### src/rtl/nic_pkg.sv
package nic_pkg;
    localparam int PRIO_W = 3;
    localparam int BYTE_W = 8;

    typedef logic [PRIO_W-1:0] lvl_t;

    typedef struct packed {
        logic valid;
        lvl_t key;
    } prio_t;

    localparam logic [7:0] A_GATE      = 8'h00;
    localparam logic [7:0] A_MASK      = 8'h01;
    localparam logic [7:0] A_GROUP     = 8'h02;
    localparam logic [7:0] A_EN_SET    = 8'h03;
    localparam logic [7:0] A_EN_CLR    = 8'h04;
    localparam logic [7:0] A_PEND_SET  = 8'h05;
    localparam logic [7:0] A_PEND_CLR  = 8'h06;
    localparam logic [7:0] A_EN_WORD   = 8'h10;
    localparam logic [7:0] A_PEND_WORD = 8'h18;
    localparam logic [7:0] A_PRIO_BASE = 8'h40;

    // Keep the top min(grp, PRIO_W) bits of a level as its preemption key.
    function automatic lvl_t preempt_key(input lvl_t lvl, input logic [2:0] grp);
        lvl_t keep;
        int   nb;
        nb   = (int'(grp) >= PRIO_W) ? PRIO_W : int'(grp);
        keep = '0;
        for (int b = 0; b < PRIO_W; b++) begin
            if (b >= PRIO_W - nb) keep[b] = 1'b1;
        end
        return lvl & keep;
    endfunction

    function automatic logic mask_pass(input lvl_t lvl, input lvl_t thr);
        return (thr == '0) || (lvl < thr);
    endfunction
endpackage

### src/rtl/nic_regs.sv
module nic_regs
    import nic_pkg::*;
#(
    parameter int NUM_SRC = 34,
    parameter int ID_W    = 6
) (
    input  logic                          clk,
    input  logic                          rst,
    input  logic [NUM_SRC-1:0]            irq,
    input  logic                          wr_en,
    input  logic [7:0]                    wr_addr,
    input  logic [BYTE_W-1:0]             wr_data,
    input  logic [7:0]                    rd_addr,
    output logic [31:0]                   rd_data,
    input  logic                          ack_take,
    input  logic [ID_W-1:0]               ack_id,
    output logic [NUM_SRC-1:0]            en_vec,
    output logic [NUM_SRC-1:0]            pend_vec,
    output lvl_t [NUM_SRC-1:0]            lvl_arr,
    output logic                          gate,
    output lvl_t                          mask_thr,
    output logic [2:0]                    grp
);
    localparam int WORDS = (NUM_SRC + 31) / 32;
    localparam int PAD   = WORDS * 32;
    localparam int LOW_W = BYTE_W - PRIO_W;

    logic [NUM_SRC-1:0] irq_q, rise, en_set, en_clr, sw_set, sw_clr, ack_clr, en_q, pend_q;
    lvl_t [NUM_SRC-1:0] lvl_q;
    logic               gate_q;
    lvl_t               mask_q;
    logic [2:0]         grp_q;
    logic [ID_W-1:0]    wr_id;

    assign wr_id = wr_data[ID_W-1:0];

    for (genvar s = 0; s < NUM_SRC; s++) begin : g_src
        localparam logic [ID_W-1:0] SID = ID_W'(s);
        assign rise[s]    = irq[s] & ~irq_q[s];
        assign en_set[s]  = wr_en && (wr_addr == A_EN_SET)   && (wr_id == SID);
        assign en_clr[s]  = wr_en && (wr_addr == A_EN_CLR)   && (wr_id == SID);
        assign sw_set[s]  = wr_en && (wr_addr == A_PEND_SET) && (wr_id == SID);
        assign sw_clr[s]  = wr_en && (wr_addr == A_PEND_CLR) && (wr_id == SID);
        assign ack_clr[s] = ack_take && (ack_id == SID);
    end

    always_ff @(posedge clk) begin
        if (rst) begin
            irq_q  <= '0;
            en_q   <= '0;
            pend_q <= '0;
            lvl_q  <= '0;
            gate_q <= 1'b0;
            mask_q <= '0;
            grp_q  <= 3'd7;
        end else begin
            irq_q  <= irq;
            en_q   <= (en_q | en_set) & ~en_clr;
            pend_q <= (pend_q & ~(sw_clr | ack_clr)) | rise | sw_set;
            for (int s = 0; s < NUM_SRC; s++) begin
                if (wr_en && wr_addr == A_PRIO_BASE + 8'(s))
                    lvl_q[s] <= wr_data[BYTE_W-1 -: PRIO_W];
            end
            if (wr_en && wr_addr == A_GATE)  gate_q <= wr_data[0];
            if (wr_en && wr_addr == A_MASK)  mask_q <= wr_data[PRIO_W-1:0];
            if (wr_en && wr_addr == A_GROUP) grp_q  <= wr_data[2:0];
        end
    end

    logic [PAD-1:0] en_pad, pend_pad;
    assign en_pad   = PAD'(en_q);
    assign pend_pad = PAD'(pend_q);

    always_comb begin
        rd_data = '0;
        if (rd_addr == A_GATE)  rd_data = 32'(gate_q);
        if (rd_addr == A_MASK)  rd_data = 32'(mask_q);
        if (rd_addr == A_GROUP) rd_data = 32'(grp_q);
        for (int k = 0; k < WORDS; k++) begin
            if (rd_addr == A_EN_WORD + 8'(k))   rd_data = en_pad[32*k +: 32];
            if (rd_addr == A_PEND_WORD + 8'(k)) rd_data = pend_pad[32*k +: 32];
        end
        for (int s = 0; s < NUM_SRC; s++) begin
            if (rd_addr == A_PRIO_BASE + 8'(s))
                rd_data = 32'({lvl_q[s], {LOW_W{1'b0}}});
        end
    end

    assign en_vec   = en_q;
    assign pend_vec = pend_q;
    assign lvl_arr  = lvl_q;
    assign gate     = gate_q;
    assign mask_thr = mask_q;
    assign grp      = grp_q;

    // an accepted source is no longer pending unless re-set the same cycle
    assert_ack_clears_R8: assert property (@(posedge clk) disable iff (rst)
        (ack_take && !rise[ack_id] && !sw_set[ack_id]) |=> !pend_q[$past(ack_id)]);

    // software clear with no simultaneous set leaves the bit clear
    assert_sw_clear_R3: assert property (@(posedge clk) disable iff (rst)
        (wr_en && wr_addr == A_PEND_CLR && !rise[wr_id]) |=> !pend_q[$past(wr_id)]);
endmodule

### src/rtl/nic_arbiter.sv
module nic_arbiter
    import nic_pkg::*;
#(
    parameter int NUM_SRC = 34,
    parameter int ID_W    = 6
) (
    input  logic [NUM_SRC-1:0] cand,
    input  lvl_t [NUM_SRC-1:0] lvl_arr,
    output logic               win_valid,
    output logic [ID_W-1:0]    win_id,
    output lvl_t               win_lvl
);
    always_comb begin
        win_valid = 1'b0;
        win_id    = '0;
        win_lvl   = '0;
        for (int i = 0; i < NUM_SRC; i++) begin
            if (cand[i] && (!win_valid || lvl_arr[i] < win_lvl)) begin
                win_valid = 1'b1;
                win_id    = ID_W'(i);
                win_lvl   = lvl_arr[i];
            end
        end
    end

    // the winner is always a real candidate
    always_comb begin
        if (win_valid) assert_win_is_cand_R5: assert (cand[win_id]);
    end
endmodule

### src/rtl/nic_active_stack.sv
module nic_active_stack
    import nic_pkg::*;
#(
    parameter int DEPTH = 8
) (
    input  logic       clk,
    input  logic       rst,
    input  logic       push,
    input  lvl_t       push_lvl,
    input  logic       pop,
    input  logic [2:0] grp,
    output prio_t      running,
    output logic       full
);
    localparam int CNT_W = $clog2(DEPTH + 1);

    lvl_t             stk [DEPTH];
    logic [CNT_W-1:0] count, base;

    assign base = (pop && count != '0) ? count - 1'b1 : count;
    assign full = (count == CNT_W'(DEPTH));

    always_ff @(posedge clk) begin
        if (rst) begin
            count <= '0;
            for (int i = 0; i < DEPTH; i++) stk[i] <= '0;
        end else begin
            for (int i = 0; i < DEPTH; i++) begin
                if (push && base == CNT_W'(i)) stk[i] <= push_lvl;
            end
            if (push && base < CNT_W'(DEPTH)) count <= base + 1'b1;
            else                              count <= base;
        end
    end

    always_comb begin
        lvl_t k;
        running = '{valid: 1'b0, key: '0};
        for (int i = 0; i < DEPTH; i++) begin
            k = preempt_key(stk[i], grp);
            if (CNT_W'(i) < count && (!running.valid || k < running.key))
                running = '{valid: 1'b1, key: k};
        end
    end

    // no push arrives when the stack is full
    assert_no_overflow_R11: assert property (@(posedge clk) disable iff (rst)
        push |-> (!full || pop));

    // a lone pop removes exactly one entry
    assert_pop_one_R10: assert property (@(posedge clk) disable iff (rst)
        (pop && count != '0 && !push) |=> count == $past(count) - 1'b1);
endmodule

### src/rtl/nested_irq_ctrl.sv
module nested_irq_ctrl
    import nic_pkg::*;
#(
    parameter int NUM_SRC = 34,
    parameter int DEPTH   = 8,
    parameter int ID_W    = $clog2(NUM_SRC)
) (
    input  logic               clk,
    input  logic               rst,
    input  logic [NUM_SRC-1:0] irq_lines,
    input  logic               wr_en,
    input  logic [7:0]         wr_addr,
    input  logic [7:0]         wr_data,
    input  logic [7:0]         rd_addr,
    output logic [31:0]        rd_data,
    input  logic               ack,
    input  logic               eoh,
    output logic               core_req,
    output logic [ID_W-1:0]    core_vec
);
    logic [NUM_SRC-1:0] en_vec, pend_vec;
    lvl_t [NUM_SRC-1:0] lvl_arr;
    logic               gate, win_valid, full, ack_take, beats;
    lvl_t               mask_thr, win_lvl, win_key;
    logic [2:0]         grp;
    logic [ID_W-1:0]    win_id;
    prio_t              running;

    nic_regs #(.NUM_SRC(NUM_SRC), .ID_W(ID_W)) regs_i (
        .clk(clk), .rst(rst), .irq(irq_lines),
        .wr_en(wr_en), .wr_addr(wr_addr), .wr_data(wr_data),
        .rd_addr(rd_addr), .rd_data(rd_data),
        .ack_take(ack_take), .ack_id(win_id),
        .en_vec(en_vec), .pend_vec(pend_vec), .lvl_arr(lvl_arr),
        .gate(gate), .mask_thr(mask_thr), .grp(grp)
    );

    nic_arbiter #(.NUM_SRC(NUM_SRC), .ID_W(ID_W)) arb_i (
        .cand(en_vec & pend_vec), .lvl_arr(lvl_arr),
        .win_valid(win_valid), .win_id(win_id), .win_lvl(win_lvl)
    );

    nic_active_stack #(.DEPTH(DEPTH)) stk_i (
        .clk(clk), .rst(rst), .push(ack_take), .push_lvl(win_lvl),
        .pop(eoh), .grp(grp), .running(running), .full(full)
    );

    assign win_key  = preempt_key(win_lvl, grp);
    assign beats    = !running.valid || (win_key < running.key);
    assign core_req = gate && win_valid && mask_pass(win_lvl, mask_thr) && beats && !full;
    assign core_vec = win_valid ? win_id : '0;
    assign ack_take = ack && core_req;

    // a request implies the gate is open
    assert_gate_R7: assert property (@(posedge clk) disable iff (rst)
        core_req |-> gate);

    // a request names an enabled, pending source
    assert_enabled_R3: assert property (@(posedge clk) disable iff (rst)
        core_req |-> (en_vec[core_vec] && pend_vec[core_vec]));

    // vector is a legal source number
    assert_vec_range_R5: assert property (@(posedge clk) disable iff (rst)
        core_req |-> (int'(core_vec) < NUM_SRC));

    // a masked level never reaches the core
    assert_mask_R6: assert property (@(posedge clk) disable iff (rst)
        (core_req && mask_thr != '0) |-> (lvl_arr[core_vec] < mask_thr));
endmodule

### config.mk
export PLATFORM = sky130hd
export DESIGN_NAME = nested_irq_ctrl
export DESIGN_NICKNAME = d
export VERILOG_FILES = /design/src/rtl/nic_pkg.sv /design/src/rtl/nic_regs.sv /design/src/rtl/nic_arbiter.sv /design/src/rtl/nic_active_stack.sv /design/src/rtl/nested_irq_ctrl.sv
export SDC_FILE = /design/constraint.sdc
export NUM_CORES = 1
export LEC_CHECK = 0
export ABC_AREA = 1
export CORE_ASPECT_RATIO = 0.75
export CORE_MARGIN = 2
export CORE_UTILIZATION = 40
export DETAILED_ROUTE_END_ITERATION = 8
export GPL_TIMING_DRIVEN = 0
export PLACE_DENSITY_LB_ADDON = 0.3
export SYNTH_ARGS = -nofsm -noshare
export SYNTH_HDL_FRONTEND = slang
export SYNTH_HIERARCHICAL = 1
export SYNTH_SLANG_ARGS = --single-unit
### constraint.sdc
create_clock -name clk -period 38 [get_ports clk]
set_input_delay 7.6 -clock clk [delete_from_list [all_inputs] [get_ports clk]]
set_output_delay 7.6 -clock clk [all_outputs]
set_load 0.02 [all_outputs]
==> results of run 1 <==
## path summary, 6_finish.rpt
kind / endpoint / slack, ns / cells after the start
max: core_req / 0.79 / 285
min: regs_i/pend_vec[19] / 0.50 / 2
max reg2reg: regs_i/pend_vec[28] / 6.40 / 289
min reg2reg: regs_i/pend_vec[19] / 0.50 / 2
## layer usage
| layer | vias up | part of all wire | track usage |
|---|---|---|---|
| li1 | 9323 | - | - |
| met1 | 8880 | 0.44 | 0.3931 |
| met2 | 816 | 0.43 | 0.3991 |
| met3 | 122 | 0.098 | 0.05397 |
| met4 | 0 | 0.029 | 0.06864 |
| met5 | - | 0 | 0 |
## final cells by class
class                           count  area [sq um]
Fill cell                        4136         19920
Clock inverter                     11         170.2
Sequential cell                   239          5032
Inverter                          479          1808
Buffer                             60         255.2
Tap cell                          569         711.9
Antenna cell                        1         2.502
Timing Repair Buffer              215          1904
Clock buffer                       38         778.2
Multi-Input combinational cell   1993         11220
## Yosys cell counts, types with 22 or more instances
cell type / count
a21oi_1: 255
clkbuf_1: 56
clkinv_1: 30
dfxtp_1: 215
edfxtp_1: 24
ha_1: 66
inv_1: 433
nand2_1: 648
nand2_2: 87
nand3_1: 193
nor2_1: 372
o21ai_0: 215
o221ai_1: 22
## cells in the final DEF (no fill, tap or decap), types with 16 or more instances in the layout
master / synthesis / layout
ha_4: 0 / 30
inv_2: 15 / 42
nand2_1: 648 / 553
buf_6: 3 / 16
clkbuf_16: 0 / 28
inv_1: 433 / 430
nand3_1: 193 / 191
ha_1: 66 / 36
clkbuf_1: 56 / 62
clkdlybuf4s50_1: 0 / 98
nand2_4: 16 / 72
o21ai_4: 0 / 32
dfxtp_1: 215 / 213
nor2_1: 372 / 371
buf_4: 1 / 105
a21oi_1: 255 / 246
o221ai_1: 22 / 22
edfxtp_1: 24 / 24
nand4_1: 20 / 20
nand2_2: 87 / 118
o21ai_0: 215 / 178
## registers in the layout (all words and copies together) (netlist names)
name / cells
stk_i/stk: 24
regs_i/irq_q: 34
regs_i/gate: 1
regs_i/pend_vec: 34
regs_i/mask_thr: 3
regs_i/lvl_arr: 102
regs_i/grp: 3
stk_i/count: 4
regs_i/en_vec: 34
## what timing repair did
action                     4_1_cts  5_1_grt
buffers inserted                 0      113
pin swaps                        1      195
setup endpoints to repair        7        7
resized for setup               84      292
## power breakdown
part / total (mW) / internal, mW / switching (mW)
sequential: 0.264 / 0.261 / 0.00391
combinational: 0.0668 / 0.0242 / 0.0425
clock: 0.282 / 0.170 / 0.112
## tightest hold or removal path, stage by stage (launching register included)
cell and delay [ns]:
dfxtp_1 0.32, o221ai_1 0.07, a21oi_1 0.06
## metrics by stage
stage | utilization | hold WS [ns] | worst slack (ns)
after floorplan | - | 0.4663 | 1.530
after global placement | 0.4443 | 0.4810 | -2.918
after detailed placement | 0.4447 | 0.4896 | -3.620
after CTS | 0.4711 | 0.4993 | -0.1246
after global routing | 0.5234 | 0.5219 | -1.042
final | 0.5235 | 0.4965 | 0.7933
## cells by family (layout without fill, tap and decap cells)
logic type | after synthesis | after routing | share of synthesized area
AOI/OAI and AO/OA | 534 | 534 | 0.1718
xor gates and xnor gates | 2 | 2 | 0.001040
adders and majority gates | 66 | 66 | 0.04901
buffers and inverters | 539 | 803 | 0.1219
DFF | 239 | 239 | 0.2982
other | 0 | 1 | 0
and+or+nand+nor | 1391 | 1391 | 0.3580
==> metrics, run 1 <==
Row Count=65; Initial Util=0.4031; Layout Skew=0.03981 ns; Sum Neg Setup Slack=0 ns; ratio of cells with drive above 1 in the final layout=0.1727; Power Total=613.2 uW; RSZ-0062 raised after global routing=true; Post-Syn Instances=2771; Startpoint Class=flip-flop; Total GRT Usage=0.2684; die area=0.04380 sq mm; core box area=0.04180 sq mm; vias in the first global route=16.62k; pwr dens=28.02 mW/mm^2; Slowest-stage cell, CP=dfxtp_4; first-pass GRT wire length=92070 um; hold_buf cts=0; Syn. warnings=6; status=finished, final reports clean; I/O pins=102; worst slew pin tran=1.301 ns; largest cells by area after synthesis=dfxtp_1, nand2_1, inv_1; via/cell ratio=5.310; Routed WL=63540 um; number of remaining DRC errors=0; Detail Route Antenna Nets=0; Die Width=241.0 um; HPWL reported at the end of detailed placement=47930 um; count of non-filler cells in the finished layout=3605; TritonRoute pass-1 iters=8; Port Buffers=101; CTS buffer count=27; Longest Clk Path Bufs=3; crit-path leading delay family=simple AND/OR/NAND/NOR gates; Req. time, crit path=30.40 ns; placed inst area=0.01859 sq mm; fin. max-slew vios=0; hold_sp=regs_i/pend_vec[19]; R2R Path Start=regs_i/pend_vec[0]; # clock sinks=239; post-synthesis to final-layout area growth=29.88%; CP max FO=8; register bit count reported by yosys=239; vias=19.14k; Hold Fails Final Rpt=0; clk slew on worst S/H paths=0.06 ns; GP Congestion=0.9908; htree depth=1; fmax=26.88 MHz; WP buf/inv=38; CP Class=flip-flop to output pin; most used cell, CP=nand2_2; fin area=0.02188 sq mm; crit end category=output pin; max_cap viols=0; total grt overflow=0; initial DRC count=1956; syn nets=2900; Main synth FF type=dfxtp_1; CP arrival=29.61 ns; Hold/Removal Path Class=flip-flop to flip-flop; die height=181.7 um; post-synth top area share=0.2555; Post-synth EDFFs=24; Final setup viols=0; Largest stage delay, worst path=0.37 ns; WL per Instance=17.63 um; Synth area leader=dfxtp_1; FFs w/ async S/R, synth=0; sequential share of the synthesized area=0.2982; clk_lat worst skew=0.58 ns; Synth cell types=45; fin crit share=0.9791; TritonCTS clock tree=done; Crit. Startpoint=regs_i/pend_vec[0]; Worst IR Drop VDD=0.03305 mV; Inst Count DP=3442; Layout Nets=3144; initial antenna violation count=0; largest net degree at the start of global routing=15; root buffer cell=clkbuf_16; post-synthesis cell area=0.01685 sq mm; Mean Syn Cell Area=6.080 sq um; Leakage=9.704 nW; min Tclk post-route=37.21 ns; Max transition margin=0.1263
No activity file was read; power rests on OpenSTA's default activity.
==> run 2, diff against run 1 <==
--- a/config.mk
+++ b/config.mk
@@ -9,6 +9,7 @@
 export CORE_ASPECT_RATIO = 0.75
 export CORE_MARGIN = 2
 export CORE_UTILIZATION = 40
+export CTS_CLUSTER_DIAMETER = 40
 export DETAILED_ROUTE_END_ITERATION = 8
 export GPL_TIMING_DRIVEN = 0
 export PLACE_DENSITY_LB_ADDON = 0.3
==> metrics, run 2 (same netlist as run 1, synthesis figures left out) <==
initial DRC count=2055 (was 1956); vias=19.22k (was 19.14k); Slowest-stage cell, CP=dfxtp_4 (unchanged); Total GRT Usage=0.2711 (was 0.2684); most common cell after layout, fill and taps aside=nand2_1 (unchanged); Leakage=9.863 nW (was 9.704 nW); RSZ-0062 raised after global routing=true (unchanged); first-pass GRT wire length=92390 um (was 92070 um); CTS buffer count=37 (was 27); min Tclk post-route=37.16 ns (was 37.21 ns); Longest Clk Path Bufs=3 (unchanged); pre-CTS WS=-3.620 ns (unchanged); Hold/Removal Path Class=flip-flop to flip-flop (unchanged); Top Layer Used=met4 (unchanged); clk_lat worst skew=0.54 ns (was 0.58 ns); Comb power frac=0.096 (was 0.109); cell internal pwr=513.0 uW (was 454.7 uW); ratio of cells with drive above 1 in the final layout=0.1779 (was 0.1727); number of remaining DRC errors=0 (unchanged); most used cell, CP=nand2_2 (unchanged); Final Util=0.5315 (was 0.5235); Power Total=693.7 uW (was 613.2 uW); Port Buffers=101 (unchanged); core box area=0.04180 sq mm (unchanged); Row Count=65 (unchanged); WL per Instance=17.64 um (was 17.63 um); TritonRoute pass-1 iters=8 (unchanged); Hold Fails Final Rpt=0 (unchanged); hold_buf cts=0 (unchanged); Reg power frac=0.382 (was 0.431); fmax=26.91 MHz (was 26.88 MHz); Clk network pwr share=0.522 (was 0.460); initial antenna violation count=2 (was 0); Max transition margin=0.1230 (was 0.1263); slack of the critical path=0.8441 ns (was 0.7933 ns); count of non-filler cells in the finished layout=3622 (was 3605); P_sw=180.6 uW (was 158.5 uW); Die Width=241.0 um (unchanged); GP Congestion=0.9908 (unchanged); max FFs per register=102 (unchanged); die area=0.04380 sq mm (unchanged); largest net degree at the start of global routing=14 (was 15); Initial Util=0.4031 (unchanged); pwr dens=31.22 mW/mm^2 (was 28.02 mW/mm^2); CP max FO=8 (unchanged); Hold WS=0.5033 ns (was 0.4965 ns); htree depth=2 (was 1); met3 wire length=6564 um (was 6249 um); metal2 WL=27600 um (was 27300 um); Layout Nets=3152 (was 3144); Worst IR Drop VDD=0.02872 mV (was 0.03305 mV); fin area=0.02222 sq mm (was 0.02188 sq mm); Met1 Routed Length=28040 um (was 28160 um); post-synthesis to final-layout area growth=31.88% (was 29.88%); Startpoint Class=flip-flop (unchanged); Req. time, crit path=30.40 ns (about the same); crit end category=output pin (unchanged); Inst Count DP=3442 (unchanged); TritonCTS clock tree=done (unchanged); clk slew on worst S/H paths=0.06 ns (about the same); status=finished, final reports clean (unchanged); vias in the first global route=16.69k (was 16.62k); CP Class=flip-flop to output pin (unchanged); Detail Route Antenna Nets=0 (unchanged); CP arrival=29.56 ns (was 29.61 ns); placed inst area=0.01859 sq mm (unchanged); HPWL reported at the end of detailed placement=47930 um (unchanged); switching part of the total=0.2604 (was 0.2585); Final setup viols=0 (unchanged); fin. max-slew vios=0 (unchanged); Sum Neg Setup Slack=0 ns (unchanged); fin crit share=0.9778 (was 0.9791); max_cap viols=0 (unchanged); Layout Skew=0.02436 ns (was 0.03981 ns); # clock sinks=239 (unchanged); I/O pins=102 (unchanged); Routed WL=63900 um (was 63540 um); total grt overflow=0 (unchanged); Largest stage delay, worst path=0.37 ns (about the same); worst slew pin tran=1.306 ns (was 1.301 ns); root buffer cell=clkbuf_16 (unchanged); via/cell ratio=5.305 (was 5.310); most frequent cells in the layout=nand2_1, inv_1, nor2_1, a21oi_1, dfxtp_1 (unchanged); die height=181.7 um (unchanged)
run 2: cell count changes in the layout (fill, tap and decap cells not counted), sizes merged:
cell,delta
inv,+4
clkinv,+5
clkbuf,+4
bufinv,+1
clkinvlp,+5
buf,-2
run 2: worst max-delay path: cells and delay by family (launching register included):
kind | cells | cell delay [ns]
AO/OA/AOI/OAI | 37 | 5.66
AND/OR/NAND/NOR | 175 | 12.94
adder cells (fa/ha/maj) | 32 | 7.95
buffers and inverters | 36 | 1.85
flip-flops | 1 | 0.37
run 2: power groups by stage:
stage / Combinational (mW) / Sequential (mW) / Clock [mW]
final: 0.0668 / 0.265 / 0.362
after global placement: 0.0627 / 0.270 / 0
after detailed placement: 0.0648 / 0.270 / 0
after global routing: 0.0743 / 0.265 / 0.378
after CTS: 0.0651 / 0.265 / 0.366
after floorplan: 0.0427 / 0.269 / 0
run 2: worst paths after layout:
path	startpoint	endpoint	slack [ns]	cells after the start
setup / recovery	regs_i/pend_vec[0]	core_req	0.84	280
hold / removal	regs_i/pend_vec[19]	regs_i/pend_vec[19]	0.50	2
hold reg to reg	regs_i/pend_vec[19]	regs_i/pend_vec[19]	0.50	2
setup reg to reg	regs_i/pend_vec[0]	regs_i/pend_vec[17]	6.42	284
run 2: timing repair:
item	in CTS	in global routing
pin swaps	1	193
resized for setup	82	290
setup endpoints to repair	7	7
buffers inserted	0	111
run 2: cell type report:
type | count | area (sq um)
Antenna cell | 1 | 2.502
Multi-Input combinational cell | 1993 | 11190
Fill cell | 4087 | 19580
Sequential cell | 239 | 5032
Timing Repair Buffer | 213 | 1889
Clock inverter | 26 | 319.1
Clock buffer | 42 | 1007
Inverter | 479 | 1808
Buffer | 60 | 255.2
Tap cell | 569 | 711.9
run 2: metal layers:
metal,up-vias,global-route usage
li1,9350,-
met1,8895,0.3876
met2,862,0.4001
met3,108,0.06628
met4,0,0.08123
met5,-,0
